$ cat src/rtl/cmp_route_pkg.sv
package cmp_route_pkg;

  localparam int PIN_COUNT = 4;
  localparam int CMP_COUNT = 2;

  typedef enum logic [2:0] {
    SEL_PIN0 = 3'd0,
    SEL_PIN1 = 3'd1,
    SEL_PIN2 = 3'd2,
    SEL_PIN3 = 3'd3,
    SEL_REF  = 3'd4
  } srcSel_e;

  typedef struct packed {
    srcSel_e                minusSel1;
    srcSel_e                plusSel1;
    srcSel_e                minusSel2;
    srcSel_e                plusSel2;
    logic                   cmpOn1;
    logic                   cmpOn2;
    logic [PIN_COUNT-1:0]   pinAnalog;
    logic                   driveOut;
  } routeCtl_t;

  localparam logic [2:0] MODE_RESET   = 3'b000;
  localparam logic [2:0] MODE_TRIPLE  = 3'b001;
  localparam logic [2:0] MODE_REFMUX  = 3'b010;
  localparam logic [2:0] MODE_COMMON  = 3'b011;
  localparam logic [2:0] MODE_INDEP   = 3'b100;
  localparam logic [2:0] MODE_SINGLE  = 3'b101;
  localparam logic [2:0] MODE_COMOUT  = 3'b110;
  localparam logic [2:0] MODE_OFF     = 3'b111;

endpackage

$ cat src/rtl/cmp_route_ctrl.sv
module cmp_route_ctrl
  import cmp_route_pkg::*;
#(
  parameter int MODE_W = 3
) (
  input  logic              clk,
  input  logic              rst_n,
  input  logic              wrEn,
  input  logic [MODE_W:0]   wrCfg,
  output logic [MODE_W-1:0] modeOut,
  output logic              selOut,
  output routeCtl_t         ctl
);

  logic [MODE_W-1:0] modeReg;
  logic              selReg;

  always_ff @(posedge clk) begin
    if (!rst_n) begin
      modeReg <= '0;
      selReg  <= 1'b0;
    end else if (wrEn) begin
      modeReg <= wrCfg[MODE_W-1:0];
      selReg  <= wrCfg[MODE_W];
    end
  end

  assign modeOut = modeReg;
  assign selOut  = selReg;

  always_comb begin
    ctl = '{minusSel1: SEL_PIN0, plusSel1: SEL_PIN3,
            minusSel2: SEL_PIN1, plusSel2: SEL_PIN2,
            cmpOn1: 1'b0, cmpOn2: 1'b0, pinAnalog: 4'b1111, driveOut: 1'b0};
    case (modeReg)
      MODE_INDEP: begin
        ctl.cmpOn1 = 1'b1;
        ctl.cmpOn2 = 1'b1;
      end
      MODE_REFMUX: begin
        ctl.cmpOn1    = 1'b1;
        ctl.cmpOn2    = 1'b1;
        ctl.plusSel1  = SEL_REF;
        ctl.plusSel2  = SEL_REF;
        ctl.minusSel1 = selReg ? SEL_PIN3 : SEL_PIN0;
        ctl.minusSel2 = selReg ? SEL_PIN2 : SEL_PIN1;
      end
      MODE_COMMON, MODE_COMOUT: begin
        ctl.cmpOn1    = 1'b1;
        ctl.cmpOn2    = 1'b1;
        ctl.plusSel1  = SEL_PIN2;
        ctl.pinAnalog = 4'b0111;
        ctl.driveOut  = (modeReg == MODE_COMOUT);
      end
      MODE_SINGLE: begin
        ctl.cmpOn2    = 1'b1;
        ctl.pinAnalog = 4'b0110;
      end
      MODE_TRIPLE: begin
        ctl.cmpOn1    = 1'b1;
        ctl.cmpOn2    = 1'b1;
        ctl.plusSel1  = SEL_PIN2;
        ctl.minusSel1 = selReg ? SEL_PIN3 : SEL_PIN0;
      end
      MODE_OFF: ctl.pinAnalog = 4'b0000;
      default: ;
    endcase
  end

  AST_WRITE_LANDS: assert property (@(posedge clk) disable iff (!rst_n)
    wrEn |=> (modeOut == $past(wrCfg[MODE_W-1:0]) && selOut == $past(wrCfg[MODE_W])));

  AST_DRIVE_ONLY_DIGITAL: assert property (@(posedge clk) disable iff (!rst_n)
    ctl.driveOut |-> !ctl.pinAnalog[3]);

endmodule

$ cat src/rtl/cmp_route_dp.sv
module cmp_route_dp
  import cmp_route_pkg::*;
#(
  parameter int DATA_W = 8
) (
  input  logic                        clk,
  input  logic                        rst_n,
  input  logic [PIN_COUNT*DATA_W-1:0] pinBus,
  input  logic [DATA_W-1:0]           refCode,
  input  routeCtl_t                   ctl,
  input  logic                        rdEn,
  input  logic                        flagClr,
  output logic [CMP_COUNT-1:0]        status,
  output logic [PIN_COUNT-1:0]        pinAnalog,
  output logic                        p3En,
  output logic                        p3Data,
  output logic                        p4En,
  output logic                        p4Data,
  output logic                        flag
);

  logic [DATA_W-1:0]    pins [PIN_COUNT];
  srcSel_e              minusSel [CMP_COUNT];
  srcSel_e              plusSel  [CMP_COUNT];
  logic [CMP_COUNT-1:0] cmpOn;
  logic [CMP_COUNT-1:0] cmpState;
  logic [CMP_COUNT-1:0] syncA;
  logic [CMP_COUNT-1:0] syncB;
  logic [CMP_COUNT-1:0] lastRead;

  for (genvar p = 0; p < PIN_COUNT; p++) begin : g_pin
    assign pins[p] = pinBus[p*DATA_W +: DATA_W];
  end

  assign minusSel[0] = ctl.minusSel1;
  assign plusSel[0]  = ctl.plusSel1;
  assign minusSel[1] = ctl.minusSel2;
  assign plusSel[1]  = ctl.plusSel2;
  assign cmpOn       = {ctl.cmpOn2, ctl.cmpOn1};

  for (genvar c = 0; c < CMP_COUNT; c++) begin : g_cmp
    logic [DATA_W-1:0] minusVal;
    logic [DATA_W-1:0] plusVal;
    logic [2:0]        minusIdx;
    logic [2:0]        plusIdx;

    always_comb begin
      minusIdx = minusSel[c];
      plusIdx  = plusSel[c];
      minusVal = (minusSel[c] == SEL_REF) ? refCode : pins[minusIdx[1:0]];
      plusVal  = (plusSel[c]  == SEL_REF) ? refCode : pins[plusIdx[1:0]];
    end

    always_ff @(posedge clk) begin
      if (!rst_n || !cmpOn[c]) cmpState[c] <= 1'b0;
      else if (plusVal > minusVal) cmpState[c] <= 1'b1;
      else if (plusVal < minusVal) cmpState[c] <= 1'b0;
    end

    AST_GT_GIVES_ONE: assert property (@(posedge clk) disable iff (!rst_n)
      (cmpOn[c] && plusVal > minusVal) |=> cmpState[c]);
    AST_LT_GIVES_ZERO: assert property (@(posedge clk) disable iff (!rst_n)
      (cmpOn[c] && plusVal < minusVal) |=> !cmpState[c]);
    AST_EQ_KEEPS: assert property (@(posedge clk) disable iff (!rst_n)
      (cmpOn[c] && plusVal == minusVal) |=> $stable(cmpState[c]));
    AST_OFF_READS_ZERO: assert property (@(posedge clk) disable iff (!rst_n)
      !cmpOn[c] |=> !cmpState[c]);
  end

  always_ff @(posedge clk) begin
    if (!rst_n) begin
      syncA    <= '0;
      syncB    <= '0;
      lastRead <= '0;
      flag     <= 1'b0;
    end else begin
      syncA <= cmpState;
      syncB <= syncA;
      if (rdEn) lastRead <= syncB;
      if (syncB != lastRead && !rdEn) flag <= 1'b1;
      else if (flagClr)               flag <= 1'b0;
    end
  end

  assign status    = syncB;
  assign pinAnalog = ctl.pinAnalog;
  assign p3En      = ctl.driveOut;
  assign p3Data    = ctl.driveOut & syncB[0];
  assign p4En      = ctl.driveOut & ~syncB[1];
  assign p4Data    = 1'b0;

  AST_OPEN_DRAIN_LOW: assert property (@(posedge clk) disable iff (!rst_n)
    p4En |-> !p4Data);
  AST_FLAG_STICKY: assert property (@(posedge clk) disable iff (!rst_n)
    (flag && !flagClr) |=> flag);
  AST_READ_QUIETS: assert property (@(posedge clk) disable iff (!rst_n)
    (rdEn && !flag) |=> !flag);

endmodule

$ cat src/rtl/cmp_route_top.sv
module cmp_route_top
  import cmp_route_pkg::*;
#(
  parameter int DATA_W = 8
) (
  input  logic                        clk,
  input  logic                        rst_n,
  input  logic                        regWrEn,
  input  logic [7:0]                  regWrData,
  input  logic                        regRdEn,
  output logic [7:0]                  regRdData,
  input  logic [PIN_COUNT*DATA_W-1:0] pinSamples,
  input  logic [DATA_W-1:0]           refCode,
  input  logic                        flagClr,
  output logic [PIN_COUNT-1:0]        analogMask,
  output logic                        pin3DriveEn,
  output logic                        pin3DriveData,
  output logic                        pin4DriveEn,
  output logic                        pin4DriveData,
  output logic                        changeFlag
);

  localparam int MODE_W = 3;

  routeCtl_t            ctl;
  logic [MODE_W-1:0]    modeVal;
  logic                 selVal;
  logic [CMP_COUNT-1:0] statusBits;
  logic                 unusedWrHigh;

  assign unusedWrHigh = ^regWrData[7:MODE_W+1];

  cmp_route_ctrl #(.MODE_W(MODE_W)) ctrl_i (
    .clk     (clk),
    .rst_n   (rst_n),
    .wrEn    (regWrEn),
    .wrCfg   (regWrData[MODE_W:0]),
    .modeOut (modeVal),
    .selOut  (selVal),
    .ctl     (ctl)
  );

  cmp_route_dp #(.DATA_W(DATA_W)) dp_i (
    .clk       (clk),
    .rst_n     (rst_n),
    .pinBus    (pinSamples),
    .refCode   (refCode),
    .ctl       (ctl),
    .rdEn      (regRdEn),
    .flagClr   (flagClr),
    .status    (statusBits),
    .pinAnalog (analogMask),
    .p3En      (pin3DriveEn),
    .p3Data    (pin3DriveData),
    .p4En      (pin4DriveEn),
    .p4Data    (pin4DriveData),
    .flag      (changeFlag)
  );

  assign regRdData = {statusBits[1], statusBits[0], 2'b00, selVal, modeVal};

endmodule

$ cat config.mk
export PLATFORM = sky130hd
export DESIGN_NAME = cmp_route_top
export DESIGN_NICKNAME = d
export VERILOG_FILES = /design/src/rtl/cmp_route_pkg.sv /design/src/rtl/cmp_route_ctrl.sv /design/src/rtl/cmp_route_dp.sv /design/src/rtl/cmp_route_top.sv
export SDC_FILE = /design/constraint.sdc
export NUM_CORES = 1
export LEC_CHECK = 0
export BUFFER_PORTS_ARGS = -buffer_cell sky130_fd_sc_hd__buf_2
export CAP_MARGIN = 20
export CELL_PAD_IN_SITES_DETAIL_PLACEMENT = 1
export CELL_PAD_IN_SITES_GLOBAL_PLACEMENT = 2
export CORE_UTILIZATION = 25
export DETAILED_ROUTE_END_ITERATION = 6
export PLACE_DENSITY_LB_ADDON = 0.1
export SYNTH_ARGS = -nofsm -noshare
export SYNTH_HDL_FRONTEND = slang
export SYNTH_SLANG_ARGS = --single-unit
$ cat constraint.sdc
create_clock -name clk -period 4.3 [get_ports clk]
set_clock_uncertainty 0.1 [all_clocks]
set_input_delay 0.43 -clock clk [delete_from_list [all_inputs] [get_ports clk]]
set_output_delay 0.43 -clock clk [all_outputs]
set_load 0.02 [all_outputs]
==> metrics.txt <==
status finished, final reports clean; CP max-delay cell dfxtp_1; final setup vio count 0; total grt overflow 0; Register Area about 260 um^2; FP Rows 27; number of buffers inserted by port buffering 62; type of the worst setup path reg2reg; GPL Wtd Cong slightly below 0.8; n_diodes 0; CTS Root Cell clkbuf_8; num ports 70; area of the core ~5700 um^2; Initial Utilization 0.267; RSZ-0062 raised after global routing no; max-cap violations 0; placed cell count approximately 290; Die Area about 6400 um^2; Slew @ Worst Pin around 0.9 ns; top cell type's share of synthesized area 0.192; Die Span Y 79.9 um; gr usage total 0.139; clk buf depth 2; worst skew pair latency approximately 0.24 ns; mapped cell area between 1500 and 2000 um^2; multi-input logic area roughly 1100 um^2; top cell type by total area after synthesis mux2i_1; post-synthesis cell count 166; vias per std cell 4.77; CP top delay family simple AND/OR/NAND/NOR gates; Startpoint Class flip-flop; initial antenna violation count 0; die width about 80 um; Seq/Total Area, Yosys 0.172; Reg clk slew, reported paths ~0.06 ns; Required @ worst endpoint 4.32 ns; Synth-to-Final Area Change 22.5%; post-cts sizing count 0; WL final about 4400 um; TritonCTS clock tree done; critical-path cell list nor2b_4, nor2b_4, and2_4, mux2i_1, ha_1, nand2_1, nor2_1, a211oi_1, a211oi_1; Finished Layout Cells 290; commonest non-fill, non-tap cells in the layout 62 x buf_2, 29 x mux2i_1, 16 x a22oi_1, 16 x ha_1, 13 x dfxtp_1; vias post-DR 1382; post-route cell area around 1900 um^2; Filler Cells Inserted between 700 and 800; setup TNS 0 ns; final worst-path cycle share 0.727; Period minus WS final approximately 3.1 ns; post-synthesis cell type count 34; post-route ant nets 0; leakage power 0.832 nW; Final HPWL DP 3710 um; worst reg2reg setup slack between 1 and 1.5 ns; DRC errors left 0; total CTS buffers 3; Avg Inst Size Synth just over 9 um^2; WL/cell 15.1 um; final hold vios 0; Area after DPL 1810 um^2; biggest cell delay along the critical path 0.60 ns; Relative slew margins 0.397; CTS sink count 13; crit end category flip-flop; H-tree levels 1; pin count of the biggest net entering global routing 26; Post-CTS Setup Inserts 0; vias in the first global route approximately 1400; Max FO, Critical Path 25; first-pass GRT wire length about 6900 um; #FFs+latches synth 13; Power Dens Cells around 210 nW/um^2; Crit path arrival time about 3.1 ns; initial DRC count 40; max frequency 320 MHz; 1st-pass router iterations 4; peak supply drop about 0.12 mV; hold buffers post-CTS 0; worst hold path class reg2reg; commonest non-fill, non-tap cell in the layout buf_2; Max Slew Vio Count 0; Buf+Inv Stages, Crit Path 0; Yosys warning count 0; layout cells sized above 1 0.362; hold slack 0.343 ns; Synth area leaders mux2i_1 19%, dfxtp_1 17%, ha_1 13%; nets@finish 288
-- flip-flops by register name, indices dropped and copies added, names as in the netlist --
register and count:
ctrl_i.modeOut 3, dp_i.status 2, dp_i.flag 1, dp_i.lastRead 2, dp_i.cmpState 2, ctrl_i.selOut 1
dp_i.syncA 2
-- through the flow --
stage	power, mW	utilization	worst slack [ns]
2_1_floorplan	0.240	-	1.82
3_3_place_gp	0.285	0.319	1.33
3_5_place_dp	0.292	0.319	1.25
4_1_cts	0.402	0.327	1.24
5_1_grt	0.425	0.327	1.04
6_report	0.397	0.327	1.18
-- per-layer routing --
| metal | part of all wire | track usage | vias up |
|---|---|---|---|
| li1 | - | - | 713 |
| met1 | 0.47 | 0.187 | 629 |
| met2 | 0.47 | 0.231 | 40 |
| met3 | 0.053 | 0.0274 | 0 |
| met4 | 0 | 0.0214 | 0 |
| met5 | 0 | 0 | - |
-- where the power goes --
group | total (mW) | switching, mW | internal [mW] | leakage, nW
registers | 0.137 | 0.0113 | 0.126 | 0.106
clock network | 0.109 | 0.0436 | 0.0654 | 0.0228
logic | 0.151 | 0.0772 | 0.0737 | 0.703
-- cell families after synthesis --
| kind of cell | count (synthesis) | share of synthesized area |
|---|---|---|
| buffers and inverters | 17 | 0.0793 |
| adders and majority gates | 16 | 0.132 |
| AOI/OAI and AO/OA | 41 | 0.188 |
| xor gates and xnor gates | 3 | 0.0173 |
| DFF | 13 | 0.172 |
| other | 1 | 0.00247 |
| and+or+nand+nor | 37 | 0.148 |
| muxes | 38 | 0.261 |
-- area by class of cell --
cell class	instances	share of cell area
Tap cell	72	0.0486
Sequential cell	13	0.140
Clock buffer	4	0.0243
Multi-Input combinational cell	138	0.616
Timing Repair Buffer	63	0.171
-- worst paths after layout --
check,from,endpoint,depth (start not counted)
max reg2reg,ctrl_i.modeOut[0],dp_i.cmpState[1],9
min,dp_i.syncA[0],dp_i.status[0],1
max,ctrl_i.modeOut[0],dp_i.cmpState[1],9
min reg2reg,dp_i.syncA[0],dp_i.status[0],1
-- synthesized netlist by cell type --
cell type and instances:
mux2i_1 29, a22oi_1 16, ha_1 16, dfxtp_1 13
a21o_1 9, nor2b_1 9, mux2_2 8, a21oi_1 7
and2_1 5, buf_2 5, buf_4 5, nand2_1 5
nor2_1 4, a211oi_1 3, nand4_1 3, o211ai_1 3
xnor2_1 3, buf_1 2, buf_6 2, clkbuf_1 2
nand3_1 2, nor2b_4 2, o21ai_0 2, and2_4 1
and3_1 1, buf_12 1, conb_1 1, mux2_4 1
nand2b_1 1, nor3_1 1, nor3b_1 1, nor4_1 1
o21a_1 1, or2_2 1
Note: power is estimated with default switching activity, not from simulation.
